<file path="config.mk">
export PLATFORM = sky130hd
export DESIGN_NAME = ptr_pair
export DESIGN_NICKNAME = d
export VERILOG_FILES = /design/src/rtl/ptr_pkg.sv /design/src/rtl/ptr_rst_sync.sv /design/src/rtl/ptr_ctr.sv /design/src/rtl/ptr_role.sv /design/src/rtl/ptr_pair.sv
export SDC_FILE = /design/constraint.sdc
export NUM_CORES = 1
export LEC_CHECK = 0
export BUFFER_PORTS_ARGS = -buffer_cell sky130_fd_sc_hd__clkbuf_2
export CAP_MARGIN = 20
export CORE_AREA = 10 10 77 79
export DETAILED_ROUTE_END_ITERATION = 16
export DIE_AREA = 0 0 87 89
export PLACE_DENSITY_LB_ADDON = 0.2
export SYNTH_ARGS = -nofsm -noshare
export SYNTH_HDL_FRONTEND = slang
export SYNTH_SLANG_ARGS = --single-unit
</file>
<file path="constraint.sdc">
create_clock -name clk -period 2.2 [get_ports clk]
set_input_delay 0.33 -clock clk [delete_from_list [all_inputs] [get_ports clk]]
set_output_delay 0.33 -clock clk [all_outputs]
set_load 0.01 [all_outputs]
</file>
<file path="src/rtl/ptr_pkg.sv">
package ptr_pkg;
  localparam int unsigned BYTE_W = 8;
  localparam int unsigned NUM_CTR = 2;
  // value of the role bit: index of the counter acting as IP
  typedef enum logic {
    IP_IS_C0 = 1'b0,
    IP_IS_C1 = 1'b1
  } role_e;
endpackage

</file>
<file path="src/rtl/ptr_rst_sync.sv">
module ptr_rst_sync #(
  parameter int unsigned STAGES = 2
) (
  input  logic clk,
  input  logic rst_n,
  output logic rst_n_sync
);
  logic [STAGES-1:0] sh_q;
  logic [STAGES-1:0] sh_d;

  always_comb begin
    sh_d = {sh_q[STAGES-2:0], 1'b1};
  end

  always_ff @(negedge clk or negedge rst_n) begin
    if (!rst_n) sh_q <= '0;
    else        sh_q <= sh_d;
  end

  assign rst_n_sync = sh_q[STAGES-1];
endmodule

</file>
<file path="src/rtl/ptr_ctr.sv">
module ptr_ctr #(
  parameter int unsigned DATA_W = 8,
  localparam int unsigned WIDTH = 2 * DATA_W
) (
  input  logic              clk,
  input  logic              rst_n,
  input  logic              inc,
  input  logic              ld_lo,
  input  logic              ld_hi,
  input  logic [DATA_W-1:0] din,
  output logic [WIDTH-1:0]  q
);
  logic [WIDTH-1:0] q_r;
  logic [WIDTH-1:0] q_d;
  logic             q_en;

  always_comb begin
    q_d = q_r;
    if (inc) q_d = q_r + 1'b1;
    if (ld_lo) q_d[DATA_W-1:0] = din;
    if (ld_hi) q_d[WIDTH-1:DATA_W] = din;
  end

  assign q_en = inc | ld_lo | ld_hi;

  always_ff @(negedge clk or negedge rst_n) begin
    if (!rst_n)    q_r <= '0;
    else if (q_en) q_r <= q_d;
  end

  assign q = q_r;

  AST_INC_STEP: assert property (@(negedge clk) disable iff (!rst_n)
    inc && !ld_lo && !ld_hi |=> q == $past(q) + 1'b1);
  AST_WRAP_ZERO: assert property (@(negedge clk) disable iff (!rst_n)
    inc && !ld_lo && !ld_hi && (q == {WIDTH{1'b1}}) |=> q == '0);
  AST_HOLD_IDLE: assert property (@(negedge clk) disable iff (!rst_n)
    !inc && !ld_lo && !ld_hi |=> $stable(q));
endmodule

</file>
<file path="src/rtl/ptr_role.sv">
module ptr_role
  import ptr_pkg::*;
(
  input  logic  clk,
  input  logic  rst_n,
  input  logic  swap,
  output role_e ip_idx
);
  role_e role_r;
  role_e role_d;

  always_comb begin
    role_d = role_r;
    if (swap) role_d = (role_r == IP_IS_C0) ? IP_IS_C1 : IP_IS_C0;
  end

  always_ff @(negedge clk or negedge rst_n) begin
    if (!rst_n)    role_r <= IP_IS_C0;
    else if (swap) role_r <= role_d;
  end

  assign ip_idx = role_r;

  AST_SWAP_TOGGLE: assert property (@(negedge clk) disable iff (!rst_n)
    swap |=> ip_idx != $past(ip_idx));
  AST_ROLE_KEEP: assert property (@(negedge clk) disable iff (!rst_n)
    !swap |=> $stable(ip_idx));
endmodule

</file>
<file path="src/rtl/ptr_pair.sv">
module ptr_pair
  import ptr_pkg::*;
#(
  parameter int unsigned DATA_W = BYTE_W,
  localparam int unsigned ADDR_W = 2 * DATA_W
) (
  input  logic              clk,
  input  logic              rst_n,
  input  logic              cnt_en,
  input  logic              jump_en,
  input  logic              addr_from_ptr,
  input  logic              wr_lo,
  input  logic              wr_hi,
  input  logic              rd_lo,
  input  logic              rd_hi,
  input  logic [DATA_W-1:0] wr_data,
  output logic [ADDR_W-1:0] addr,
  output logic [DATA_W-1:0] rd_data,
  output logic              rd_valid
);
  logic              rst_int_n;
  role_e             ip_idx;
  logic [ADDR_W-1:0] ctr_q [NUM_CTR];
  logic [ADDR_W-1:0] ip_val;
  logic [ADDR_W-1:0] p_val;

  ptr_rst_sync #(.STAGES(2)) u_rst (
    .clk        (clk),
    .rst_n      (rst_n),
    .rst_n_sync (rst_int_n)
  );

  ptr_role u_role (
    .clk    (clk),
    .rst_n  (rst_int_n),
    .swap   (jump_en),
    .ip_idx (ip_idx)
  );

  for (genvar i = 0; i < NUM_CTR; i++) begin : g_ctr
    logic is_ip;
    assign is_ip = (ip_idx == role_e'(i));
    ptr_ctr #(.DATA_W(DATA_W)) u_ctr (
      .clk   (clk),
      .rst_n (rst_int_n),
      .inc   (cnt_en & is_ip),
      .ld_lo (wr_lo & ~is_ip),
      .ld_hi (wr_hi & ~is_ip),
      .din   (wr_data),
      .q     (ctr_q[i])
    );
  end

  always_comb begin
    if (ip_idx == IP_IS_C0) begin
      ip_val = ctr_q[0];
      p_val  = ctr_q[1];
    end else begin
      ip_val = ctr_q[1];
      p_val  = ctr_q[0];
    end
  end

  always_comb begin
    addr = addr_from_ptr ? p_val : ip_val;
  end

  always_comb begin
    rd_valid = rd_lo | rd_hi;
    if (rd_lo)      rd_data = p_val[DATA_W-1:0];
    else if (rd_hi) rd_data = p_val[ADDR_W-1:DATA_W];
    else            rd_data = '0;
  end

  AST_IDLE_BUS: assert property (@(negedge clk) disable iff (!rst_int_n)
    !rd_valid |-> rd_data == '0);
  AST_RET_ADDR: assert property (@(negedge clk) disable iff (!rst_int_n)
    jump_en && cnt_en |=> p_val == $past(ip_val) + 1'b1);
  AST_RET_PLAIN: assert property (@(negedge clk) disable iff (!rst_int_n)
    jump_en && !cnt_en |=> p_val == $past(ip_val));
endmodule

</file>
== Word level (Yosys, flattened, before mapping) ==
Cells that the tools add are included.
Word-level totals
  word-level logic and storage cells: 40
  RAM bits: 0
  bits of input ports: 17
  memories: 0
  output and inout bits: 25
  bits in latches: 0
  memory bits (read-only): 0
  flip-flop bits (word level): 35
Cells by class
  shift-type cells: 0
  equality and inequality tests: 0
  muxes and demuxes: 12
  reductions and logical operators: 8
  multipliers: 0
  bitwise logic cells: 12
  order comparisons: 0
  divide/modulo/power cells: 0
  add/subtract/negate cells: 2
Operators with widths (number)
  $mux W16: 5
  $mux W8: 6
  $add A16 B1 Y16 const B: 2
  $reduce_and A2 Y1: 4
  $reduce_bool A2 Y1: 4
  $and A1 B1 Y1: 6
  $or A1 B1 Y1: 5
  $mux W1: 1
  $not A1 Y1: 1

== Depth between registers and ports, before layout ==
Gate-level depths: netlist of run 1.
  word-level depth: 5
  mapped depth: 6
  depth with buffers taken out: 5

== Modules after synthesis ==
Synthesis of run 1 repeated with hierarchy kept, for this count alone.
Second synthesis, totals
  cells, all modules: 262
  area total of the unflattened synthesis: 2576.2 um^2
By module, submodules not included
  ptr_ctr: instances 2, cells each 101, area an instance 965.9 um^2, seq. area each 400.4 um^2
  ptr_pair: instances 1, cells each 55, area an instance 556.8 um^2, seq. area each 0.0 um^2
  ptr_rst_sync: instances 1, cells each 3, area an instance 53.8 um^2, seq. area each 50.0 um^2
  ptr_role: instances 1, cells each 2, area an instance 33.8 um^2, seq. area each 25.0 um^2

==> results of run 1 <==
[worst register-to-register path: stages, from the launching register on]
cell and delay [ps]:
dfrtn_1 430, buf_4 150, bufbuf_16 280, buf_4 230, nand4_1 210, or2_4 290, o31a_1 240, o31a_1 270
[cell usage in the layout, fill, tap and decap left out, drive strengths merged, types with 2 or more instances in the layout]
master  Yosys  routed
nand3       9       9
nor2       22      22
o221a       2       2
clkbuf     10      36
nand4b      2       2
inv         9       9
mux2i       9       9
a21oi      18      18
mux2       20      20
and3        4       4
nor2b       4       4
nor3        6       6
xnor2      14      14
o31a        3       3
a211oi      4       4
buf         7      84
nand4      11      11
o211ai      3       3
xor2        5       5
or3         2       2
nand2b      5       5
a31oi       2       2
dfrtn      35      35
o21ai      21      21
nand3b      3       3
nor4        8       8
ha          2       2
nand2      36      36
or2         2       2
[logic make-up (layout without fill, tap and decap cells)]
group | Yosys count | count (layout) | synth area share [%]
fa+ha+maj | 2 | 2 | 1.03
simple gates | 117 | 117 | 24.5
buf+inv | 26 | 131 | 4.32
compound gates | 57 | 57 | 14.2
mux | 29 | 29 | 13.0
xor+xnor | 19 | 19 | 6.85
flops | 35 | 35 | 36.0
other cells | 1 | 1 | 0.154
[power by group]
part	switching, mW	leakage, nW	internal, mW	total (mW)
Combinational	2.03	1.31	2.14	4.17
Clock	0.269	0.0505	0.285	0.555
Sequential	0.283	0.402	0.963	1.25
[stage by stage]
step,setup WS [ps],hold slack [ps],std cells
5_1_grt,-927,286,445
2_1_floorplan,-499,292,286
3_3_place_gp,-716,249,427
6_report,-886,229,445
3_5_place_dp,-773,251,427
4_1_cts,-883,254,443
[repair_timing]
action / 4_1_cts / 5_1_grt
setup endpoints to repair: 36 / 45
gates cloned: 1 / 0
gates resized for setup: 23 / 42
buffers inserted: 7 / 2
pin swaps: 4 / 11
[final cells by class]
cell class | instances | area, um^2 | share of cell area (%)
well taps | 54 | 67.6 | 1.80
inverters | 9 | 33.8 | 0.899
clock buffers | 7 | 96.3 | 2.56
flip-flops and latches | 35 | 876 | 23.3
multi-input cells | 225 | 1770 | 47.2
clock inverters | 1 | 7.51 | 0.200
repair buffers | 114 | 905 | 24.1
[state kept, by name (all words and copies together), names as in the netlist]
register,count
u_role.ip_idx,1
u_rst.sh_q,2
g_ctr.u_ctr.q,32
[routing by layer]
metal	vias to the layer above	GRT usage, %	wire, um
li1	1230	-	-
met1	1336	26.3	3470
met2	122	38.1	4450
met3	26	5.01	626
met4	0	12.1	385
met5	-	0	0
[path summary, 6_finish.rpt]
path / from / endpoint / slack (ps)
max: u_role.ip_idx / addr[7] / -890
min: u_rst.sh_q[1] / g_ctr[1].u_ctr.q[11] / 230
max reg2reg: u_role.ip_idx / g_ctr[1].u_ctr.q[15] / -50
min reg2reg: u_rst.sh_q[1] / g_ctr[1].u_ctr.q[11] / 230
max in group asynchronous: rst_n / u_rst.sh_q[0] / 1290
min in group clk: u_rst.sh_q[0] / u_rst.sh_q[1] / 300
==> metrics, run 1 <==
status complete, but fails checks; failing checks negative setup slack; largest cells by area after synthesis dfrtn_1, mux2_2, nand2_1; Num CTS Buffers 5; CTS hold repair buffers 0; Setup Crit Path Kind flop to output pin; final estimated routing congestion in global placement just under 0.9; Tot GR Track Use between 20% and 30%; clock-pin slew of the registers on the worst-case setup and hold paths roughly 50 ps; CTS tree done; first-pass GRT wire length between 10 and 15 mm; Crit path largest cell delay around 360 ps; Placement Rows 25; Die Wd 87 um; vias in the first global route between 2000 and 3000; Layout Nets between 400 and 500; DRC Markers 0; PortBufs between 40 and 50; Leak around 1.8 nW; Top Ports 42; Top FF cell, synth dfrtn_1; clk buf depth 2; DR vias 2714; Reg2Reg Depth 7; overall power approximately 6 mW; Hold Violations, Final 0; final max-slew violation count 0; crit path cell chain buf_6, xnor2_4, buf_12, mux2_2, clkbuf_2; ratio of cells with drive above 1 in the final layout a little under half; first drt pass iteration count 5; Post-synth EDFFs 0; core area about 4500 um^2; Crit. path cell count 5; Total Neg Setup Slack -20260 ps; Final Cell Area between 3000 and 4000 um^2; final antenna-violating net count 0; Max rail drop VDD between 1 and 1.5 mV; Netlist cell types 39; Syn Inst Count roughly 290; Clock Tree Root clkbuf_8; final worst slack -886 ps; number of fill cells about 260; DP Area 3280 um^2; Setup Skew 3.39 ps; antenna cells 0; top cell family by delay on the critical path buffers and inverters; die area around 7700 um^2; most common cell in the synthesized netlist nand2_1; H-tree levels 2; Synth Area per Inst 8.50 um^2; most frequent cells after synthesis nand2_1, dfrtn_1, nor2_1, o21ai_0, mux2_2; endpoints failing setup 27; Crit path required time 1870 ps; Pwr per Cell Area about 1600 nW/um^2; via/cell ratio approximately 6; Async S/R FF share, synth between 90% and 100%; Critical Path AT 2760 ps; syn nets 305; crit-path max FO 11; crit end category output pin; CP max stage cell dfrtn_1; CTS Sinks 35; Worst-Margin Slew 562 ps; largest net degree at the start of global routing 34; mapped cell area between 2000 and 2500 um^2; antenna violations before repair 0; Synth top area share ~36%; Clock Latency Late Sink about 300 ps; RSZ-0062 raised after global routing yes; Routed WL just under 9 mm; Routed WL per cell 20.1 um; post-DP HPWL 5.86 mm; post-synthesis sequential area ratio between 30% and 40%; Layout area overhead 54.6%; maxcap violations 0; Synth area leader dfrtn_1; YS warnings 0; Hold WC Path Type flop to async pin; Worst Path Buf+Inv 3; Final Util 82.9%; Worst setup SP type flop; #FFs+latches synth 35; drt initial violations around 210; Remaining Overflow, GRT 0; Max transition margin 62.5%; initial core utilization between 50% and 60%; Die Span Y 89 um
Power figures use the tool's default switching activity.
==> run 2: changes to the inputs <==
--- a/config.mk
+++ b/config.mk
@@ -7,10 +7,11 @@
 export LEC_CHECK = 0
 export BUFFER_PORTS_ARGS = -buffer_cell sky130_fd_sc_hd__clkbuf_2
 export CAP_MARGIN = 20
-export CORE_AREA = 10 10 77 79
+export CORE_AREA = 10 10 79 81
 export DETAILED_ROUTE_END_ITERATION = 16
-export DIE_AREA = 0 0 87 89
+export DIE_AREA = 0 0 89 91
 export PLACE_DENSITY_LB_ADDON = 0.2
 export SYNTH_ARGS = -nofsm -noshare
 export SYNTH_HDL_FRONTEND = slang
+export SYNTH_HIERARCHICAL = 1
 export SYNTH_SLANG_ARGS = --single-unit
==> run 2 against run 1 <==
  * The flow still finishes with violations (negative setup slack)
  * Via count fell by 12%
  * Final cell count decreased by 7.9%
  * Highest routed layer unchanged
  * Critical path depth down 1
  * Core utilization decreased by 5.8 points
  * Register-to-register slack better by 250 ps
  * Critical endpoint is now addr[0]
==> metrics, run 2 <==
status complete, but fails checks; failing checks negative setup slack; commonest non-fill, non-tap cell in the layout buf_4; Crit. path cell count 4 (-1); PortBufs 41 (unchanged); Max rail drop VDD 1.02 mV (-1.2%); DRC Markers 0 (unchanged); max reg flops 32 (unchanged); Worst setup SP type flop; final estimated routing congestion in global placement 0.887 (+0.65%); clock power share 8.6% (-0.7 points); Die Wd 89 um (+2.3%); die area 8100 um^2 (+4.6%); Worst-Margin Slew 573 ps (+11.4 ps); Async S/R FF share, synth 100% (unchanged); antenna violations before repair 0 (unchanged); largest cells by area after synthesis dfrtn_1, mux2i_1, mux2_4; Synth area leader dfrtn_1; clock-pin slew of the registers on the worst-case setup and hold paths 50 ps (about the same); Worst Path Buf+Inv 2 (-1); Layout area overhead 39.4%; commonest cells after routing, fill and taps aside buf_4, dfrtn_1, nand2_1; drt initial violations 114 (-46%); Synth top area share 34.0% (-2.0 points); Netlist cell types 36 (-7.7%); CTS tree done; syn nets 281 (-7.9%); H-tree levels 2 (unchanged); Top FF cell, synth dfrtn_1; final max-slew violation count 0 (unchanged); final worst slack -955 ps (-69.2 ps); antenna cells 0 (unchanged); Pwr per Cell Area 1450 nW/um^2 (-8.8%); Placement Rows 25 (unchanged); Max transition margin 61.7% (-0.74 points); vias in the first global route 2513 (-9.6%); maxcap violations 0 (unchanged); Die Span Y 91 um (+2.2%); crit path cell chain xor2_4, buf_6, mux2_4, buf_6; Hold WC Path Type flop to async pin; largest net degree at the start of global routing 34 (unchanged); ratio of cells with drive above 1 in the final layout 44.1% (-2.4 points); mapped cell area 2580 um^2 (+6.0%); NetSw 2.23 mW (-14%); post-DP HPWL 5.54 mm (-5.4%); core area 4660 um^2 (+2.8%); overall power 5.21 mW (-13%); Post-synth EDFFs 0 (unchanged); first-pass GRT wire length 11.9 mm (-13%); Setup Skew 4.57 ps (+1.18 ps); CTS Sinks 35 (unchanged); Hold Violations, Final 0 (unchanged); Clock Latency Late Sink 290 ps (about the same); Tot GR Track Use 18.5% (-4.1 points); Top Ports 42 (unchanged); post-synthesis sequential area ratio 34.0% (-2.0 points); Routed WL 7.52 mm (-16%); Setup Crit Path Kind flop to output pin; Hold WS 220 ps (-8.93 ps); Final Cell Area 3590 um^2 (-4.4%); Crit path largest cell delay 540 ps (+180 ps); final antenna-violating net count 0 (unchanged); most common cell in the synthesized netlist dfrtn_1; clk buf depth 2 (unchanged); #FFs+latches synth 35 (unchanged); Sequential Power Share 23.9% (+3.0 points); endpoints failing setup 41 (+52%); Clock Tree Root clkbuf_8; Remaining Overflow, GRT 0 (unchanged); CTS hold repair buffers 0 (unchanged); most frequent cells after synthesis dfrtn_1, nand2_1, mux2i_1, o21ai_0, xnor2_1; DP Area 3180 um^2 (-3.0%); Num CTS Buffers 5 (unchanged); cell mode on critical path buf_6; Routed WL per cell 18.3 um (-8.6%); crit-path max FO 7 (-4); crit end category output pin; Logic pwr share 67.5% (-2.4 points); initial core utilization 55.3% (+1.7 points); Crit path required time 1870 ps (about the same); top cell family by delay on the critical path flip-flops; via/cell ratio 5.79 (-5.0%); Leak 1.66 nW (-5.7%); Synth Area per Inst 9.83 um^2 (+16%); YS warnings 6 (+6); RSZ-0062 raised after global routing yes; Reg2Reg Depth 6 (-1); first drt pass iteration count 5 (unchanged); Critical Path AT 2830 ps (+70 ps); CP max stage cell dfrtn_1; Pint 2.98 mW (-12%); Syn Inst Count 262 (-8.4%); Layout Nets 374 (-8.6%); sw frac 42.8% (-0.48 points); DR vias 2375 (-12%)
## run 2: changes by cell type in the layout (fill, tap and decap cells not counted), sizes merged, moves of 7 or more
cell and delta:
mux2i +11, buf -12, xor2 +7, o22ai +8, nor2 -12, a21oi -18
## run 2: worst paths after layout
| path | from | endpoint | slack (ps) |
|---|---|---|---|
| setup / recovery | u_role/ip_idx | addr[0] | -960 |
| hold / removal | u_rst/sh_q[1] | g_ctr[1].u_ctr/q[11] | 220 |
| setup reg to reg | g_ctr[1].u_ctr/q[0] | g_ctr[1].u_ctr/q[14] | 200 |
| hold reg to reg | u_rst/sh_q[1] | g_ctr[1].u_ctr/q[11] | 220 |
| max in group asynchronous | rst_n | u_rst/sh_q[1] | 1280 |
| min in group clk | u_rst/sh_q[0] | u_rst/sh_q[1] | 290 |
## run 2: repair_timing
item | in CTS | in global routing
endpoints found under the setup margin | 47 | 52
setup buffers | 4 | 7
pin swaps | 13 | 10
gates resized for setup | 27 | 34
## run 2: layout make-up
type	instances	area, um^2
clock buffer	7	76.3
clock inverter	1	5.00
fill	316	1070
inverter	3	11.3
multi-input combinational	209	1780
sequential	35	876
tap	54	67.6
timing repair buffer	101	777
## run 2: layer usage
layer / up-vias / routed length, um / GRT usage (%)
met5: - / 0 / 0
met4: 0 / 168 / 5.84
met3: 14 / 575 / 4.02
met2: 91 / 3710 / 31.6
met1: 1131 / 3070 / 22.4
li1: 1139 / - / -
## run 2: worst reg2reg max path, delay by kind of cell (launching register included)
| kind | cells | cell delay [ps] |
|---|---|---|
| simple gates | 3 | 800 |
| flops | 1 | 450 |
| compound gates | 1 | 260 |
| fa+ha+maj | 1 | 190 |
| buf+inv | 1 | 150 |
## run 2: power by group through the flow
stage          clock network (mW)  registers (mW)  logic (mW)
2_1_floorplan                   0            1.36        1.76
3_3_place_gp                    0            1.23        2.96
3_5_place_dp                    0            1.25        3.03
4_1_cts                     0.458            1.24        3.20
5_1_grt                     0.481            1.29        3.78
6_report                    0.447            1.25        3.51
## run 2: kinds of logic after synthesis
logic type      count (synthesis)  synth area share, %
flops                          35                 34.0
buf+inv                        18                 4.22
xor+xnor                       24                 8.89
fa+ha+maj                       2                0.971
compound gates                 40                 9.33
other cells                     1                0.146
simple gates                  106                 26.2
mux                            36                 16.2
## run 2: stage by stage
| step | TNS (ps) | std cells | setup WS (ps) | util [%] |
|---|---|---|---|---|
| finish | -23440 | 410 | -955 | 77.1 |
| global route | -25970 | 410 | -992 | 77.1 |
| CTS | -23610 | 404 | -913 | 73.4 |
| detailed placement | -26000 | 392 | -688 | 68.3 |
| global placement | -24200 | 392 | -633 | 68.3 |
| floorplan | -15370 | 262 | -523 | - |
==> run 3: changes to the inputs <==
--- a/config.mk
+++ b/config.mk
@@ -7,9 +7,9 @@
 export LEC_CHECK = 0
 export BUFFER_PORTS_ARGS = -buffer_cell sky130_fd_sc_hd__clkbuf_2
 export CAP_MARGIN = 20
-export CORE_AREA = 10 10 79 81
+export CORE_AREA = 10 10 80 82
 export DETAILED_ROUTE_END_ITERATION = 16
-export DIE_AREA = 0 0 89 91
+export DIE_AREA = 0 0 90 92
 export PLACE_DENSITY_LB_ADDON = 0.2
 export SYNTH_ARGS = -nofsm -noshare
 export SYNTH_HDL_FRONTEND = slang
==> run 3 against run 2 <==
  * Non-clock buffer count grew 1
  * Clock-buffer cell count grew 1
  * The run still ends with negative setup slack left
  * Design area grew 3.3%
  * Highest routed layer unchanged
  * Critical endpoint is now addr[1]
  * Via count shrank 0.88%
==> metrics, run 3 (synthesis results as in run 2) <==
status complete, but fails checks; failing checks negative setup slack; Clock Tree Root clkbuf_8; die area 8280 um^2 (+2.2%); core area 4910 um^2 (+5.4%); max reg flops 32 (unchanged); Worst Path Buf+Inv 2 (unchanged); maxcap violations 0 (unchanged); first drt pass iteration count 4 (-1); Critical Path AT 2740 ps (-90 ps); Remaining Overflow, GRT 0 (unchanged); Final Non-Filler Cells 427 (+4.1%); initial core utilization 52.4% (-2.8 points); CTS Sinks 35 (unchanged); DR vias 2354 (-0.88%); Die Span Y 92 um (+1.1%); via/cell ratio 5.51 (-4.8%); PortBufs 41 (unchanged); Top Ports 42 (unchanged); Pwr per Cell Area 1440 nW/um^2 (-0.65%); Hold WC Path Type flop to async pin; Hold Violations, Final 0 (unchanged); post-DP HPWL 5.44 mm (-1.9%); Placed Instances 407 (+3.8%); final worst slack -870 ps (+85.1 ps); Layout Nets 375 (+0.27%); Worst setup SP type flop; commonest non-fill, non-tap cell in the layout buf_4; Final Cell Area 3710 um^2 (+3.3%); Setup Crit Path Kind flop to output pin; antenna violations before repair 0 (unchanged); Layout area overhead 44.1%; Leak 1.72 nW (+3.8%); endpoints failing setup 44 (+7.3%); number of fill cells 315 (-0.32%); H-tree levels 2 (unchanged); clock-pin slew of the registers on the worst-case setup and hold paths 50 ps (about the same); CP max stage cell dfrtn_1; Crit path largest cell delay 500 ps (-40 ps); Setup Skew 3.13 ps (-1.44 ps); crit end category output pin; ratio of cells with drive above 1 in the final layout 45.9% (+1.8 points); antenna cells 0 (unchanged); r2r endpoint g_ctr[0].u_ctr/q[14]; Final Util 75.6% (-1.5 points); reg2reg start g_ctr[0].u_ctr/q[0]; Placement Rows 26 (+4.0%); Die Wd 90 um (+1.1%); commonest cells after routing, fill and taps aside buf_4, dfrtn_1, nand2_1, clkbuf_2, o21ai_1; drt initial violations 123 (+7.9%); top cell family by delay on the critical path flip-flops; crit path cell chain xor2_4, buf_12, mux2_2, clkbuf_2; Crit path required time 1870 ps (about the same); Routed WL 7.63 mm (+1.4%); vias in the first global route 2373 (-5.6%); final antenna-violating net count 0 (unchanged); Clock Latency Late Sink 300 ps (about the same); clk buf depth 2 (unchanged); Reg2Reg Depth 6 (unchanged); Routed WL per cell 17.9 um (-2.6%); first-pass GRT wire length 11.7 mm (-1.4%); RSZ-0062 raised after global routing yes; Tot GR Track Use 17.4% (-1.2 points); DRC Markers 0 (unchanged); largest net degree at the start of global routing 34 (unchanged); Num CTS Buffers 5 (unchanged); final max-slew violation count 0 (unchanged); DP Area 3210 um^2 (+0.79%); Max rail drop VDD 0.965 mV (-5.4%); final estimated routing congestion in global placement 0.836 (-5.7%); crit-path max FO 10 (+3); Worst-Margin Slew 593 ps (+19.8 ps); CTS tree done; r2r setup slk 150 ps (-50 ps); Max transition margin 60.4% (-1.3 points)
-- run 3: changes by cell type in the layout (fill, tap and decap cells not counted), sizes merged --
cell    change
clkinv      -1
buf         -5
clkbuf      +7
-- run 3: where the power goes --
part	internal, mW	leakage (nW)	switching [mW]
logic	1.84	1.25	1.74
registers	0.958	0.423	0.291
clock network	0.286	0.0515	0.231
total	3.08	1.72	2.27
-- run 3: routing by layer --
| layer | GRT usage (%) | routed length [um] |
|---|---|---|
| met1 | 21.5 | 3390 |
| met2 | 29.2 | 3620 |
| met3 | 3.91 | 458 |
| met4 | 6.10 | 157 |
| met5 | 0 | 0 |
-- run 3: how the worst max path moves through the flow --
stage                   from         end  cells after the start
2_1_floorplan  u_role/ip_idx    addr[10]                      4
3_3_place_gp   u_role/ip_idx  rd_data[4]                      4
3_5_place_dp   u_role/ip_idx  rd_data[4]                      4
4_1_cts        u_role/ip_idx  rd_data[1]                      5
5_1_grt        u_role/ip_idx    addr[15]                      4
6_report       u_role/ip_idx     addr[1]                      4
-- run 3: cell type report --
class                   count  area [um^2]  area share [%]
clock buffers               8          100            2.70
inverters                   3         11.3           0.303
multi-input cells         209         1820            49.0
flip-flops and latches     35          876            23.6
well taps                  70         87.6            2.36
repair buffers            102          818            22.0
-- run 3: metrics by stage --
step / total power [mW] / setup WS, ps / setup TNS, ps / hold WS [ps]
floorplan: 3.12 / -523 / -15370 / 292
global placement: 4.22 / -632 / -25350 / 243
detailed placement: 4.29 / -625 / -26230 / 241
CTS: 4.99 / -863 / -23510 / 240
global route: 5.67 / -923 / -24350 / 265
finish: 5.35 / -870 / -22030 / 220
-- run 3: timing repair --
| action | 4_1_cts | 5_1_grt |
|---|---|---|
| endpoints found under the setup margin | 49 | 51 |
| hold buffers | 0 | 0 |
| gates cloned | 0 | 2 |
| buffers inserted | 3 | 8 |
| pin swaps | 13 | 33 |
| resized for setup | 25 | 41 |
